**src/rtl/i2c_bt_pkg.sv**
```systemverilog
// Package: shared widths, command and phase encodings, and the bundle of
// phase limits used by the bit timing generator.
// Assumes dividers are stored minus one and all limits are "last index".
package i2c_bt_pkg;

    localparam int BT_DIV_W = 16;   // width of each divider field
    localparam int BT_UPD_W = 3;    // width of the SDA update field
    localparam int BT_SU_W  = 2;    // width of each setup field
    // Longest phase is 8*h*(u+1) with h <= 2^DIV_W and u+1 <= 2^(SU_W+1).
    localparam int BT_CNT_W = BT_DIV_W + 3 + BT_SU_W + 1;

    typedef enum logic [1:0] {
        OP_START = 2'd0,
        OP_WRITE = 2'd1,
        OP_READ  = 2'd2,
        OP_STOP  = 2'd3
    } bt_op_e;

    typedef enum logic [2:0] {
        P_IDLE = 3'd0,   // bus free, both lines released
        P_HELD = 3'd1,   // bus owned, SCL held low between commands
        P_LOW  = 3'd2,   // SCL low phase of a bit, restart or stop
        P_HIGH = 3'd3,   // SCL high phase of a data bit
        P_SSU  = 3'd4,   // start setup: SCL high, SDA high
        P_SHD  = 3'd5,   // start hold: SCL high, SDA low
        P_PSU  = 3'd6    // stop setup: SCL high, SDA low
    } bt_phase_e;

    typedef struct packed {
        logic [BT_CNT_W-1:0] low_last;
        logic [BT_CNT_W-1:0] upd_last;
        logic [BT_CNT_W-1:0] high_last;
        logic [BT_CNT_W-1:0] mid_last;
        logic [BT_CNT_W-1:0] ssu_last;
        logic [BT_CNT_W-1:0] shd_last;
        logic [BT_CNT_W-1:0] psu_last;
    } bt_lim_t;

endpackage

```
**src/rtl/i2c_bt_limits.sv**
```systemverilog
// Limits: converts the raw divider and tuning fields into the last counter
// index of every phase. Purely combinational; the caller registers the
// result when a command is accepted. Assumes the stored-minus-one encoding.
module i2c_bt_limits
    import i2c_bt_pkg::*;
(
    input  logic [2*BT_DIV_W-1:0] cfg_div,
    input  logic [BT_UPD_W-1:0]   cfg_sda_upd,
    input  logic [BT_SU_W-1:0]    cfg_start_su,
    input  logic [BT_SU_W-1:0]    cfg_stop_su,
    output bt_lim_t               lim
);

    localparam logic [BT_CNT_W-1:0] ONE = BT_CNT_W'(1);

    logic [BT_CNT_W-1:0] l_units;
    logic [BT_CNT_W-1:0] h_units;
    logic [BT_CNT_W-1:0] s_val;
    logic [BT_CNT_W-1:0] u_val;
    logic [BT_CNT_W-1:0] p_val;
    logic [BT_CNT_W-1:0] h_x_u;
    logic [BT_CNT_W-1:0] h_x_u1;
    logic [BT_CNT_W-1:0] h_x_p;

    // Decode the minus-one fields into unit counts.
    always_comb begin
        l_units = BT_CNT_W'(cfg_div[BT_DIV_W-1:0]) + ONE;
        h_units = BT_CNT_W'(cfg_div[2*BT_DIV_W-1:BT_DIV_W]) + ONE;
        s_val   = BT_CNT_W'(cfg_sda_upd) + ONE;
        u_val   = BT_CNT_W'(cfg_start_su) + ONE;
        p_val   = BT_CNT_W'(cfg_stop_su) + ONE;
    end

    // Products of the high unit count with the setup multiples.
    always_comb begin
        h_x_u  = h_units * u_val;
        h_x_u1 = h_units * (u_val + ONE);
        h_x_p  = h_units * p_val;
    end

    // Phase lengths expressed as the last index of an up counter.
    always_comb begin
        lim.low_last  = (l_units << 3) - ONE;
        lim.upd_last  = (l_units * s_val) - ONE;
        lim.high_last = (h_units << 3) - ONE;
        lim.mid_last  = (h_units << 2) - ONE;
        lim.ssu_last  = (h_x_u << 3) - ONE;
        lim.shd_last  = (h_x_u1 << 3) - ONE;
        lim.psu_last  = (h_x_p << 3) - ONE;
    end

endmodule

```
**src/rtl/i2c_bt_counter.sv**
```systemverilog
// Counter: phase cycle counter. Clears to zero on clr, otherwise counts up
// while en is high. Assumes the caller clears it at every phase boundary.
module i2c_bt_counter #(
    parameter int W = 8
) (
    input  logic         clk,
    input  logic         rst_n,
    input  logic         en,
    input  logic         clr,
    output logic [W-1:0] cnt
);

    // Count cycles spent in the current phase.
    always_ff @(posedge clk) begin
        if (!rst_n) begin
            cnt <= '0;
        end else if (clr) begin
            cnt <= '0;
        end else if (en) begin
            cnt <= cnt + W'(1);
        end
    end

endmodule

```
**src/rtl/i2c_bt_match.sv**
```systemverilog
// Match: compares the phase counter with the captured limits and flags the
// last cycle of the current phase, the SDA update point in the low phase
// and the sampling point in the high phase. Purely combinational.
module i2c_bt_match
    import i2c_bt_pkg::*;
(
    input  bt_phase_e           phase,
    input  logic [BT_CNT_W-1:0] cnt,
    input  bt_lim_t             lim,
    output logic                ph_end,
    output logic                at_upd,
    output logic                at_mid
);

    // Select the end-of-phase comparison for the active phase.
    always_comb begin
        unique case (phase)
            P_LOW:   ph_end = (cnt == lim.low_last);
            P_HIGH:  ph_end = (cnt == lim.high_last);
            P_SSU:   ph_end = (cnt == lim.ssu_last);
            P_SHD:   ph_end = (cnt == lim.shd_last);
            P_PSU:   ph_end = (cnt == lim.psu_last);
            default: ph_end = 1'b0;
        endcase
    end

    // Mid-phase event points.
    always_comb begin
        at_upd = (phase == P_LOW)  && (cnt == lim.upd_last);
        at_mid = (phase == P_HIGH) && (cnt == lim.mid_last);
    end

endmodule

```
**src/rtl/i2c_bit_timer.sv**
```systemverilog
// Top: I2C master bit timing generator. Accepts one command at a time
// (start, write bit, read bit, stop) while the bus is idle or held, captures
// the timing configuration at acceptance, and sequences SCL/SDA through
// low, high and setup/hold phases counted in input clock cycles.
// Assumes outputs feed open-drain pads (1 = released) and that the byte
// engine above issues a start before any bit.
module i2c_bit_timer
    import i2c_bt_pkg::*;
#(
    parameter logic [15:0] VERSION = 16'd1
) (
    input  logic                  clk,
    input  logic                  rst_n,
    input  logic [2*BT_DIV_W-1:0] cfg_div,
    input  logic [BT_UPD_W-1:0]   cfg_sda_upd,
    input  logic [BT_SU_W-1:0]    cfg_start_su,
    input  logic [BT_SU_W-1:0]    cfg_stop_su,
    input  logic                  cmd_valid,
    input  logic [1:0]            cmd_op,
    input  logic                  cmd_wbit,
    output logic                  cmd_ready,
    input  logic                  sda_i,
    output logic                  scl_o,
    output logic                  sda_o,
    output logic                  done,
    output logic                  rd_bit,
    output logic [15:0]           version_o
);

    bt_phase_e           phase_q;
    bt_op_e              op_q;
    logic                wbit_q;
    bt_lim_t             lim_d;
    bt_lim_t             lim_q;
    logic                scl_q;
    logic                sda_q;
    logic                done_q;
    logic                rd_q;
    logic [BT_CNT_W-1:0] cnt;
    logic                ph_end;
    logic                at_upd;
    logic                at_mid;
    logic                quiet;
    logic                accept;
    logic                busy;
    logic                low_target;
    bt_phase_e           after_low;

    i2c_bt_limits u_limits (
        .cfg_div      (cfg_div),
        .cfg_sda_upd  (cfg_sda_upd),
        .cfg_start_su (cfg_start_su),
        .cfg_stop_su  (cfg_stop_su),
        .lim          (lim_d)
    );

    i2c_bt_counter #(.W(BT_CNT_W)) u_counter (
        .clk   (clk),
        .rst_n (rst_n),
        .en    (busy),
        .clr   (accept | ph_end),
        .cnt   (cnt)
    );

    i2c_bt_match u_match (
        .phase  (phase_q),
        .cnt    (cnt),
        .lim    (lim_q),
        .ph_end (ph_end),
        .at_upd (at_upd),
        .at_mid (at_mid)
    );

    // Handshake: commands are taken only between bus phases.
    always_comb begin
        quiet  = (phase_q == P_IDLE) || (phase_q == P_HELD);
        busy   = !quiet;
        accept = cmd_valid && quiet;
    end

    // SDA value for the low phase and the phase that follows it.
    always_comb begin
        unique case (op_q)
            OP_WRITE: begin low_target = wbit_q; after_low = P_HIGH; end
            OP_READ:  begin low_target = 1'b1;   after_low = P_HIGH; end
            OP_STOP:  begin low_target = 1'b0;   after_low = P_PSU;  end
            default:  begin low_target = 1'b1;   after_low = P_SSU;  end
        endcase
    end

    // Phase sequencer driving the registered bus lines.
    always_ff @(posedge clk) begin
        if (!rst_n) begin
            phase_q <= P_IDLE;
            op_q    <= OP_START;
            wbit_q  <= 1'b0;
            lim_q   <= '0;
            scl_q   <= 1'b1;
            sda_q   <= 1'b1;
            done_q  <= 1'b0;
            rd_q    <= 1'b0;
        end else begin
            done_q <= 1'b0;
            unique case (phase_q)
                P_IDLE, P_HELD: begin
                    if (accept) begin
                        lim_q  <= lim_d;
                        op_q   <= bt_op_e'(cmd_op);
                        wbit_q <= cmd_wbit;
                        if ((bt_op_e'(cmd_op) == OP_START) && (phase_q == P_IDLE)) begin
                            phase_q <= P_SSU;
                        end else begin
                            phase_q <= P_LOW;
                            scl_q   <= 1'b0;
                        end
                    end
                end
                P_LOW: begin
                    if (at_upd) begin
                        sda_q <= low_target;
                    end
                    if (ph_end) begin
                        scl_q   <= 1'b1;
                        phase_q <= after_low;
                    end
                end
                P_HIGH: begin
                    if (at_mid && (op_q == OP_READ)) begin
                        rd_q <= sda_i;
                    end
                    if (ph_end) begin
                        scl_q   <= 1'b0;
                        done_q  <= 1'b1;
                        phase_q <= P_HELD;
                    end
                end
                P_SSU: begin
                    if (ph_end) begin
                        sda_q   <= 1'b0;
                        phase_q <= P_SHD;
                    end
                end
                P_SHD: begin
                    if (ph_end) begin
                        scl_q   <= 1'b0;
                        done_q  <= 1'b1;
                        phase_q <= P_HELD;
                    end
                end
                P_PSU: begin
                    if (ph_end) begin
                        sda_q   <= 1'b1;
                        done_q  <= 1'b1;
                        phase_q <= P_IDLE;
                    end
                end
                default: phase_q <= P_IDLE;
            endcase
        end
    end

    // Output wiring.
    always_comb begin
        cmd_ready = quiet;
        scl_o     = scl_q;
        sda_o     = sda_q;
        done      = done_q;
        rd_bit    = rd_q;
        version_o = VERSION;
    end

endmodule

```
**config.mk**
```make
export PLATFORM = sky130hd
export DESIGN_NAME = i2c_bit_timer
export DESIGN_NICKNAME = d
export VERILOG_FILES = /design/src/rtl/i2c_bt_pkg.sv /design/src/rtl/i2c_bt_limits.sv /design/src/rtl/i2c_bt_counter.sv /design/src/rtl/i2c_bt_match.sv /design/src/rtl/i2c_bit_timer.sv
export SDC_FILE = /design/constraint.sdc
export NUM_CORES = 1
export LEC_CHECK = 0
export ABC_AREA = 1
export BUFFER_PORTS_ARGS = -buffer_cell sky130_fd_sc_hd__buf_2
export CAP_MARGIN = 20
export CORE_MARGIN = 2
export CORE_UTILIZATION = 40
export DETAILED_ROUTE_END_ITERATION = 6
export PLACE_DENSITY = 0.61
export SLEW_MARGIN = 20
export SYNTH_ARGS = -nofsm -noshare
export SYNTH_HDL_FRONTEND = slang
export SYNTH_SLANG_ARGS = --single-unit
export TNS_END_PERCENT = 30
```
**constraint.sdc**
```tcl
create_clock -name clk -period 7.27 [get_ports clk]
set_clock_uncertainty 0.15 [all_clocks]
set_input_delay 1.8175 -clock clk [delete_from_list [all_inputs] [get_ports clk]]
set_output_delay 1.8175 -clock clk [all_outputs]
set_load 0.005 [all_outputs]
```
==> results.ini <==
[layout]
mostFrequentLayoutCells=nand2_1 (633), inv_1 (424), nor2_1 (356)
diodes=0
fill_cells=4642
register_area_um2=3020
multi_input_area_um2=13100
drive_above_1_share=0.0914
layout_commonest_cell=nand2_1
area_delta_synth_final_pct=11.3
nets=3178
postLayoutCoreUtil=0.454

[run_status]
status=complete, no violations

[synthesis]
synthArstFlopShare=0
synth_edf_count=0
yosys_warnings=0
yosys_most_used_dff=dfxtp_1
synth-seq-area-share=0.167
syn-cell-area_um2=18100
synth.distinct_cells=57
syn_area_per_cell_um2=6.50
synth_cells=2784
ys_seq_elements=151

[sta]
max_clock_freq_mhz=144
min_period_ns=6.94
setup-tns-final_ns=0
hold_viol=0
finalSetupViolCount=0
rsz0062_at_grt=true
relSlewSlack=0.390
tightest_slew_ns=0.912
drv_slew=0
timing.final.crit_share=0.954

[clock_network]
clk_pin_slew_ns=0.06
cts-root-buf=clkbuf_16
holdBufCountCts=0
clk_latency_ns=0.45
clockBufferDepth=2
cts_buffers=17
htree_levels=4
cts_tree=yes
clock-sinks=151

[route]
drc_errors=0
viasPerCell=5.21
routed_wl_um=57900
drt_iter0_drc=1497
wl_per_cell_um=16.7
first_pass_iters=7
vias=18068
ant_nets=0

[place]
portBuffers=50
dp_hpwl_um=47400
place.gp.congestion=0.956

[pwr]
p_int_mw=2.68
p_per_area_nw_per_um2=260
p_leak_nw=10.4
peakVddDrop_v=0.000225
combPwrFrac=0.573
switching_share=0.488
power_switching_mw=2.55
pwr-share-seq=0.248
p_clk_frac=0.179
power_mw=5.23

[global_route]
grt_usage=0.247
antenna_found_initial=0
grt_pass1_vias=17153
grt_max_degree=88
grt_pass1_wl_um=92900
grt.overflow.total=0

[setup_path]
cp-start-kind=input port
slowest_stage=fa_1
required_ns=7.51
worstSetupPathType=input port to flip-flop
r2r-start=phase_q[2]$_SDFFE_PN0P_
critPathCaptureType=flip-flop
reg2reg_slack_ns=3.26
worst_path_largest_cell_delay_ns=0.48
worst-r2r-cell-count=14
reg2reg_to=u_counter.cnt[3]$_SDFFE_PP0N_
crit_fanout=4
cp.arrival_ns=7.17
path_common_cell=nand2_1

[floorplan]
start_util=0.407
rows=77
dieHeight_um=217
coreArea_um2=44400
dieArea_um2=47000
die_x_um=217
ios=67

[min_path]
hold_path_class=flip-flop to flip-flop
hp-start=rd_bit$_SDFFE_PN0P_
whs_path_depth=2
hold_path_end=rd_bit$_SDFFE_PN0P_

[run]
cap_violations=0

==> logic make-up after synthesis <==
| logic type | count (synthesis) | share of synthesized area |
|---|---|---|
| buffers and inverters | 542 | 0.119 |
| other | 2 | 0.000415 |
| AOI/OAI and AO/OA | 368 | 0.116 |
| xor gates and xnor gates | 121 | 0.0594 |
| DFF | 151 | 0.167 |
| and+or+nand+nor | 1333 | 0.316 |
| adders and majority gates | 267 | 0.222 |
==> synthesized netlist by cell type (all sizes together), types with 8 or more instances <==
cell type	number	area [um^2]
nand3	156	808
a31oi	16	100
a21oi	130	666
nor4	21	138
fa	91	1820
buf	43	289
nand2	641	2420
ha	176	2200
xor2	75	672
nor2	379	1500
clkbuf	61	229
o211ai	23	173
nand3b	8	63.8
or2	11	68.8
o21ai	148	741
xnor2	46	403
dfxtp	151	3020
nor3	30	165
nand4	81	507
o221ai	16	140
o21bai	9	67.6
inv	432	1620
==> metal layers <==
metal | vias to the layer above | GRT usage | wire length (um)
met1 | 8432 | 0.345 | 27100
met4 | 0 | 0.0575 | 1150
met2 | 502 | 0.409 | 26600
met3 | 63 | 0.0248 | 3070
li1 | 9071 | - | -
met5 | - | 0 | 0
==> layout make-up <==
type                    instances  share of cell area
repair buffers                152              0.0504
multi-input cells            2105               0.651
clock inverters                15             0.00944
well taps                     592              0.0368
clock buffers                  17              0.0211
flip-flops and latches        151               0.150
inverters                     438              0.0816
==> stage by stage <==
step                      std cells  area [um^2]  hold slack (ns)  setup slack (ns)
after global routing           3470        20100            0.327           -0.0286
after CTS                      3468        20000            0.295             0.211
after global placement         3436        19400            0.284            -0.119
after detailed placement       3436        19400            0.285            -0.247
after floorplan                2798        18200            0.290          0.000692
final                          3470        20100            0.289             0.332
==> sequential cells by signal (all words and copies together) (netlist names) <==
signal,cells
sda_o,1
phase_q,3
scl_o,1
op_q,2
lim_q,119
rd_bit,1
wbit_q,1
u_counter.cnt,22
done,1
==> how the worst max path moves through the flow <==
stage                     cells past startpoint                      to       startpoint
after floorplan                              28  lim_q[42]$_SDFFE_PN0P_  cfg_start_su[0]
after global placement                       32  lim_q[43]$_SDFFE_PN0P_      cfg_div[16]
after detailed placement                     33  lim_q[41]$_SDFFE_PN0P_      cfg_div[16]
after CTS                                    33  lim_q[41]$_SDFFE_PN0P_      cfg_div[16]
after global routing                         29  lim_q[37]$_SDFFE_PN0P_      cfg_div[16]
final                                        32  lim_q[41]$_SDFFE_PN0P_      cfg_div[16]
==> power by group through the flow <==
stage,Clock [mW],Combinational (mW),Sequential [mW]
after floorplan,0,2.16,1.19
after CTS,0.953,2.94,1.29
final,0.939,3.00,1.30
after global placement,0,2.90,1.30
after global routing,0.986,3.39,1.32
after detailed placement,0,2.92,1.31
==> repair_timing <==
item,CTS,global route
resized for setup,0,16
endpoints found under the setup margin,0,7
buffers inserted,0,2
==> critical path, delay by kind of cell <==
kind | cells | cell delay, ns
fa+ha+maj | 8 | 2.70
xor+xnor | 1 | 0.20
simple gates | 17 | 1.96
compound gates | 1 | 0.11
buf+inv | 5 | 0.40
Note: power is estimated with default switching activity, not from simulation.
